$ cat src/rtl/brkf_pkg.sv
// Package: shared register offsets and the decoded bus command type.
// Assumes the address bus is at least two bits wide.
package brkf_pkg;
    parameter int unsigned OFS_STATUS = 0;
    parameter int unsigned OFS_DATA   = 1;
    parameter int unsigned OFS_CTRL   = 2;

    typedef struct packed {
        logic status_rd;  // first clearing step
        logic data_acc;   // second clearing step (read or write)
        logic ctrl_wr;
        logic ctrl_rd;
    } bus_cmd_t;
endpackage

$ cat src/rtl/brkf_regif.sv
// Register decode: turns strobes and address into one-hot style commands.
// Assumes one access per cycle; read and write at once count as one access.
module brkf_regif
    import brkf_pkg::*;
#(
    parameter int unsigned ADDR_W = 2
) (
    input  logic              rd_en,
    input  logic              wr_en,
    input  logic [ADDR_W-1:0] addr,
    output bus_cmd_t          cmd
);
    localparam logic [ADDR_W-1:0] A_STATUS = ADDR_W'(OFS_STATUS);
    localparam logic [ADDR_W-1:0] A_DATA   = ADDR_W'(OFS_DATA);
    localparam logic [ADDR_W-1:0] A_CTRL   = ADDR_W'(OFS_CTRL);

    // Decode each register's command from address and strobe.
    always_comb begin
        cmd.status_rd = rd_en && (addr == A_STATUS);
        cmd.data_acc  = (rd_en || wr_en) && (addr == A_DATA);
        cmd.ctrl_wr   = wr_en && (addr == A_CTRL);
        cmd.ctrl_rd   = rd_en && (addr == A_CTRL);
    end
endmodule

$ cat src/rtl/brkf_ctrl.sv
// Break control: holds the clear-enable bit and gates the second step.
// Assumes brk_active is synchronous to clk.
module brkf_ctrl (
    input  logic clk,
    input  logic rst_n,
    input  logic ctrl_wr,
    input  logic wr_bit,
    input  logic data_acc,
    input  logic brk_active,
    output logic clr_en,
    output logic clr_go
);
    // Store the clear-enable bit; reset value protects flags.
    always_ff @(posedge clk) begin
        if (!rst_n)
            clr_en <= 1'b0;
        else if (ctrl_wr)
            clr_en <= wr_bit;
    end

    // Permit the second step unless break freezes clearing.
    always_comb begin
        clr_go = data_acc && (!brk_active || clr_en);
    end
endmodule

$ cat src/rtl/brkf_flag_cell.sv
// One status flag with its armed marker for the two-step clear.
// Assumes arm_load and clr_go never come from the same access.
module brkf_flag_cell (
    input  logic clk,
    input  logic rst_n,
    input  logic set_evt,
    input  logic arm_load,
    input  logic clr_go,
    output logic flag_q,
    output logic arm_q
);
    logic flag_n;
    logic arm_n;

    // Next flag: a set event wins over an armed clear.
    always_comb begin
        flag_n = set_evt || (flag_q && !(clr_go && arm_q));
    end

    // Next marker: set event or performed clear disarms, status read arms.
    always_comb begin
        if (set_evt || clr_go)
            arm_n = 1'b0;
        else if (arm_load)
            arm_n = flag_q;
        else
            arm_n = arm_q;
    end

    // Hold flag and marker; reset clears both.
    always_ff @(posedge clk) begin
        if (!rst_n) begin
            flag_q <= 1'b0;
            arm_q  <= 1'b0;
        end else begin
            flag_q <= flag_n;
            arm_q  <= arm_n;
        end
    end
endmodule

$ cat src/rtl/brkf_flag_bank.sv
// Top: bank of break-protected two-step status flags on a simple bus.
// Assumes NUM_FLAGS <= DATA_W and single-cycle accesses.
module brkf_flag_bank
    import brkf_pkg::*;
#(
    parameter int unsigned NUM_FLAGS = 4,
    parameter int unsigned ADDR_W    = 2,
    parameter int unsigned DATA_W    = 8
) (
    input  logic                 clk,
    input  logic                 rst_n,
    input  logic                 rd_en,
    input  logic                 wr_en,
    input  logic [ADDR_W-1:0]    addr,
    input  logic [DATA_W-1:0]    wr_data,
    output logic [DATA_W-1:0]    rd_data,
    input  logic [NUM_FLAGS-1:0] set_evt,
    input  logic                 brk_active,
    output logic [NUM_FLAGS-1:0] flags
);
    bus_cmd_t              cmd;
    logic                  clr_en;
    logic                  clr_go;
    logic [NUM_FLAGS-1:0]  arm_vec;
    logic [DATA_W-1:0]     rd_mux;
    logic                  unused_wr_hi;

    assign unused_wr_hi = ^wr_data[DATA_W-1:1];

    brkf_regif #(.ADDR_W(ADDR_W)) u_regif (
        .rd_en (rd_en),
        .wr_en (wr_en),
        .addr  (addr),
        .cmd   (cmd)
    );

    brkf_ctrl u_ctrl (
        .clk        (clk),
        .rst_n      (rst_n),
        .ctrl_wr    (cmd.ctrl_wr),
        .wr_bit     (wr_data[0]),
        .data_acc   (cmd.data_acc),
        .brk_active (brk_active),
        .clr_en     (clr_en),
        .clr_go     (clr_go)
    );

    for (genvar i = 0; i < NUM_FLAGS; i++) begin : g_cell
        brkf_flag_cell u_cell (
            .clk      (clk),
            .rst_n    (rst_n),
            .set_evt  (set_evt[i]),
            .arm_load (cmd.status_rd),
            .clr_go   (clr_go),
            .flag_q   (flags[i]),
            .arm_q    (arm_vec[i])
        );
    end

    // Select read data for the addressed register; unmapped reads give zero.
    always_comb begin
        rd_mux = '0;
        if (cmd.status_rd)
            rd_mux[NUM_FLAGS-1:0] = flags;
        else if (cmd.ctrl_rd)
            rd_mux[0] = clr_en;
    end

    // Register read data on each read strobe.
    always_ff @(posedge clk) begin
        if (!rst_n)
            rd_data <= '0;
        else if (rd_en)
            rd_data <= rd_mux;
    end
endmodule

$ cat config.mk
export PLATFORM = sky130hd
export DESIGN_NAME = brkf_flag_bank
export DESIGN_NICKNAME = d
export VERILOG_FILES = /design/src/rtl/brkf_pkg.sv /design/src/rtl/brkf_regif.sv /design/src/rtl/brkf_ctrl.sv /design/src/rtl/brkf_flag_cell.sv /design/src/rtl/brkf_flag_bank.sv
export SDC_FILE = /design/constraint.sdc
export NUM_CORES = 1
export LEC_CHECK = 0
export ABC_AREA = 1
export BUFFER_PORTS_ARGS = -buffer_cell sky130_fd_sc_hd__clkbuf_2
export CAP_MARGIN = 0
export CORE_MARGIN = 4
export CORE_UTILIZATION = 43
export DETAILED_ROUTE_END_ITERATION = 12
export HOLD_SLACK_MARGIN = 0.03
export PLACE_DENSITY_LB_ADDON = 0.1
export SLEW_MARGIN = 0
export SYNTH_ARGS = -nofsm -noshare
export SYNTH_HDL_FRONTEND = slang
export SYNTH_HIERARCHICAL = 1
export SYNTH_SLANG_ARGS = --single-unit
$ cat constraint.sdc
create_clock -name clk -period 1.26 [get_ports clk]
set_input_delay 0 -clock clk [delete_from_list [all_inputs] [get_ports clk]]
set_output_delay 0 -clock clk [all_outputs]
set_load 0.02 [all_outputs]
==> flow_summary.ini <==
[status]
status = finished clean

[timing]
rsz0062_at_grt = false
fin_worst_skew_ns = 0.000705
drv_slew = 0
hold_violations = 0
max_freq_mhz = 1020
fin_tns_setup_ns = 0
min_period_ns = 0.984
fin_crit_sh = 0.781
setup_viol = 0

[power_and_ir_drop]
power_uw = 834
p_sw_frac = 0.275
power_frac_clock = 0.308
pwr-share-comb = 0.167
p_int_uw = 604
p_seq_frac = 0.525
switching_power_uw = 229
p_leak_uw = 0.000446
power_density_nw_per_um2 = 1020
ir_worst_vdd_v = 0.000668

[hold_path]
worstHoldStart = rst_n
hold_path.class = input pin to flip-flop
hold_path_end = g_cell[1].u_cell/flag_q
hold_path_depth = 3

[clock_network]
postCtsSetupBuffers = 0
h-tree-depth = 1
clkSinkCount = 13
cts_buffer_depth = 2
cts-root-buf = clkbuf_4
insertion_delay_ns = 0.27
ctsHoldBuffers = 5
ctsResizeCount = 0
tritoncts = yes
clk_pin_slew_ns = 0.08
cts-buffers-inserted = 3

[critical_path]
reg2reg_depth = 6
critPathRequiredTime_ns = 1.43
cp_max_fo = 8
r2r-start = u_ctrl/clr_en
worstSetupStartpointType = flip-flop
timing.rr.end = g_cell[2].u_cell/flag_q
r2r_slack_ns = 0.28
crit_path_end_kind = flip-flop
critical_path_class = flip-flop to flip-flop
crit_arrival_ns = 1.16

[placement]
io_buffers = 19
gp_congestion = 0.719
post_dp_cell_area_um2 = 743
dp_hpwl_um = 924

[final_layout]
fin_area_um2 = 820
layout_commonest_cell = nand2_1
nets = 149
diodes = 0
layout.cells.most_common_list = nand2_1, inv_1, clkbuf_2, nor2_1, dfxtp_1
fillCellCount = 140
area_growth_pct = 29.4
drive_gt1_frac = 0.225

[drt]
wl_mm = 1.29
drc = 0
firstDrtPassIters = 4
route.vias.total = 611
post_drt_wl_per_cell_um = 8.94
via_per_inst = 4.24
drtIter0Drc = 9
antenna_left = 0

[global_route]
grt_usage = 0.143
antenna_found_initial = 0
grt_pass1_vias = 492
grt_max_degree = 14
grt_overflow = 0
grt_pass1_wl_mm = 2.10

[yosys]
synth_cell_types = 13
synth_area_um2 = 633
synth-seq-cells = 13
ys_seq_area_frac = 0.411
syn-instance-count = 100
synth.avg_cell_area_um2 = 6.33
ys_warn_count = 6

[floorplan]
dieWidth_um = 46.4
start_util = 0.469
io_pins = 31
die_y_um = 46.4
row_count = 13
die_area_um2 = 2150
core_area_um2 = 1350

[flow_run]
maxCapViolCount = 0
-- per-layer routing --
metal | global-route usage | vias up | part of all wire
met5 | 0 | - | 0
met4 | 0.0682 | 0 | 0.0062
met3 | 0.0586 | 2 | 0.084
met2 | 0.201 | 23 | 0.44
met1 | 0.187 | 236 | 0.47
li1 | - | 350 | -
-- cells in the mapped netlist --
library cell	n	share of area
a21boi_1	1	0.012
a21oi_1	7	0.055
buf_4	4	0.047
conb_1	1	0.0059
dfxtp_1	13	0.41
inv_1	19	0.11
inv_2	2	0.012
nand2_1	27	0.16
nand2_2	1	0.0099
nand3_1	5	0.040
nor2_1	14	0.083
nor2_2	2	0.020
o21ai_1	4	0.032
-- registers in the layout, summed over array words and instances, names as in the netlist --
name,count
g_cell.u_cell/arm_q,4
g_cell.u_cell/flag_q,4
u_ctrl/clr_en,1
rd_data,4
-- layout make-up --
type	instances	area (um^2)	area share
clock buffers	4	26.3	0.0321
inverters	21	78.8	0.0962
multi-input cells	65	275	0.336
repair buffers	26	160	0.195
well taps	15	18.8	0.0229
flip-flops and latches	13	260	0.318
-- how the worst max path moves through the flow --
stage | startpoint | end | cells past startpoint
5_1_grt | u_ctrl/clr_en | g_cell[2].u_cell/flag_q | 6
3_5_place_dp | rd_en | g_cell[2].u_cell/flag_q | 8
6_report | u_ctrl/clr_en | g_cell[2].u_cell/flag_q | 6
4_1_cts | u_ctrl/clr_en | g_cell[2].u_cell/flag_q | 6
2_1_floorplan | u_ctrl/clr_en | g_cell[0].u_cell/flag_q | 5
3_3_place_gp | rd_en | g_cell[2].u_cell/flag_q | 8
-- through the flow --
step	worst slack, ns	hold slack, ns	instances	util
floorplan	0.253	0.0976	103	-
global placement	0.317	0.232	135	0.551
detailed placement	0.291	0.241	135	0.551
CTS	0.269	0.0576	144	0.607
global route	0.219	0.0606	144	0.607
finish	0.276	0.0625	144	0.607
-- power groups by stage --
stage | clock network (uW) | logic (uW) | registers (uW)
after detailed placement | 0 | 127 | 447
final | 256 | 140 | 438
after floorplan | 0 | 73.9 | 459
after global placement | 0 | 125 | 447
after CTS | 268 | 140 | 438
after global routing | 294 | 157 | 440
-- cells by family (layout without fill, tap and decap cells) --
kind of cell           Yosys count  in the layout  share of synthesized area
buffers and inverters           25             51                      0.172
AND/OR/NAND/NOR                 49             49                      0.312
AO/OA/AOI/OAI                   12             12                     0.0988
other                            1              4                    0.00592
flip-flops                      13             13                      0.411
-- worst max-delay path, cell delays in order (launching register included) --
cell,delay (ns)
dfxtp_1,0.35
inv_1,0.05
a21boi_1,0.13
buf_4,0.18
nand2_1,0.06
nand2_1,0.06
a21oi_1,0.05
Note: power is estimated with default switching activity, not from simulation.
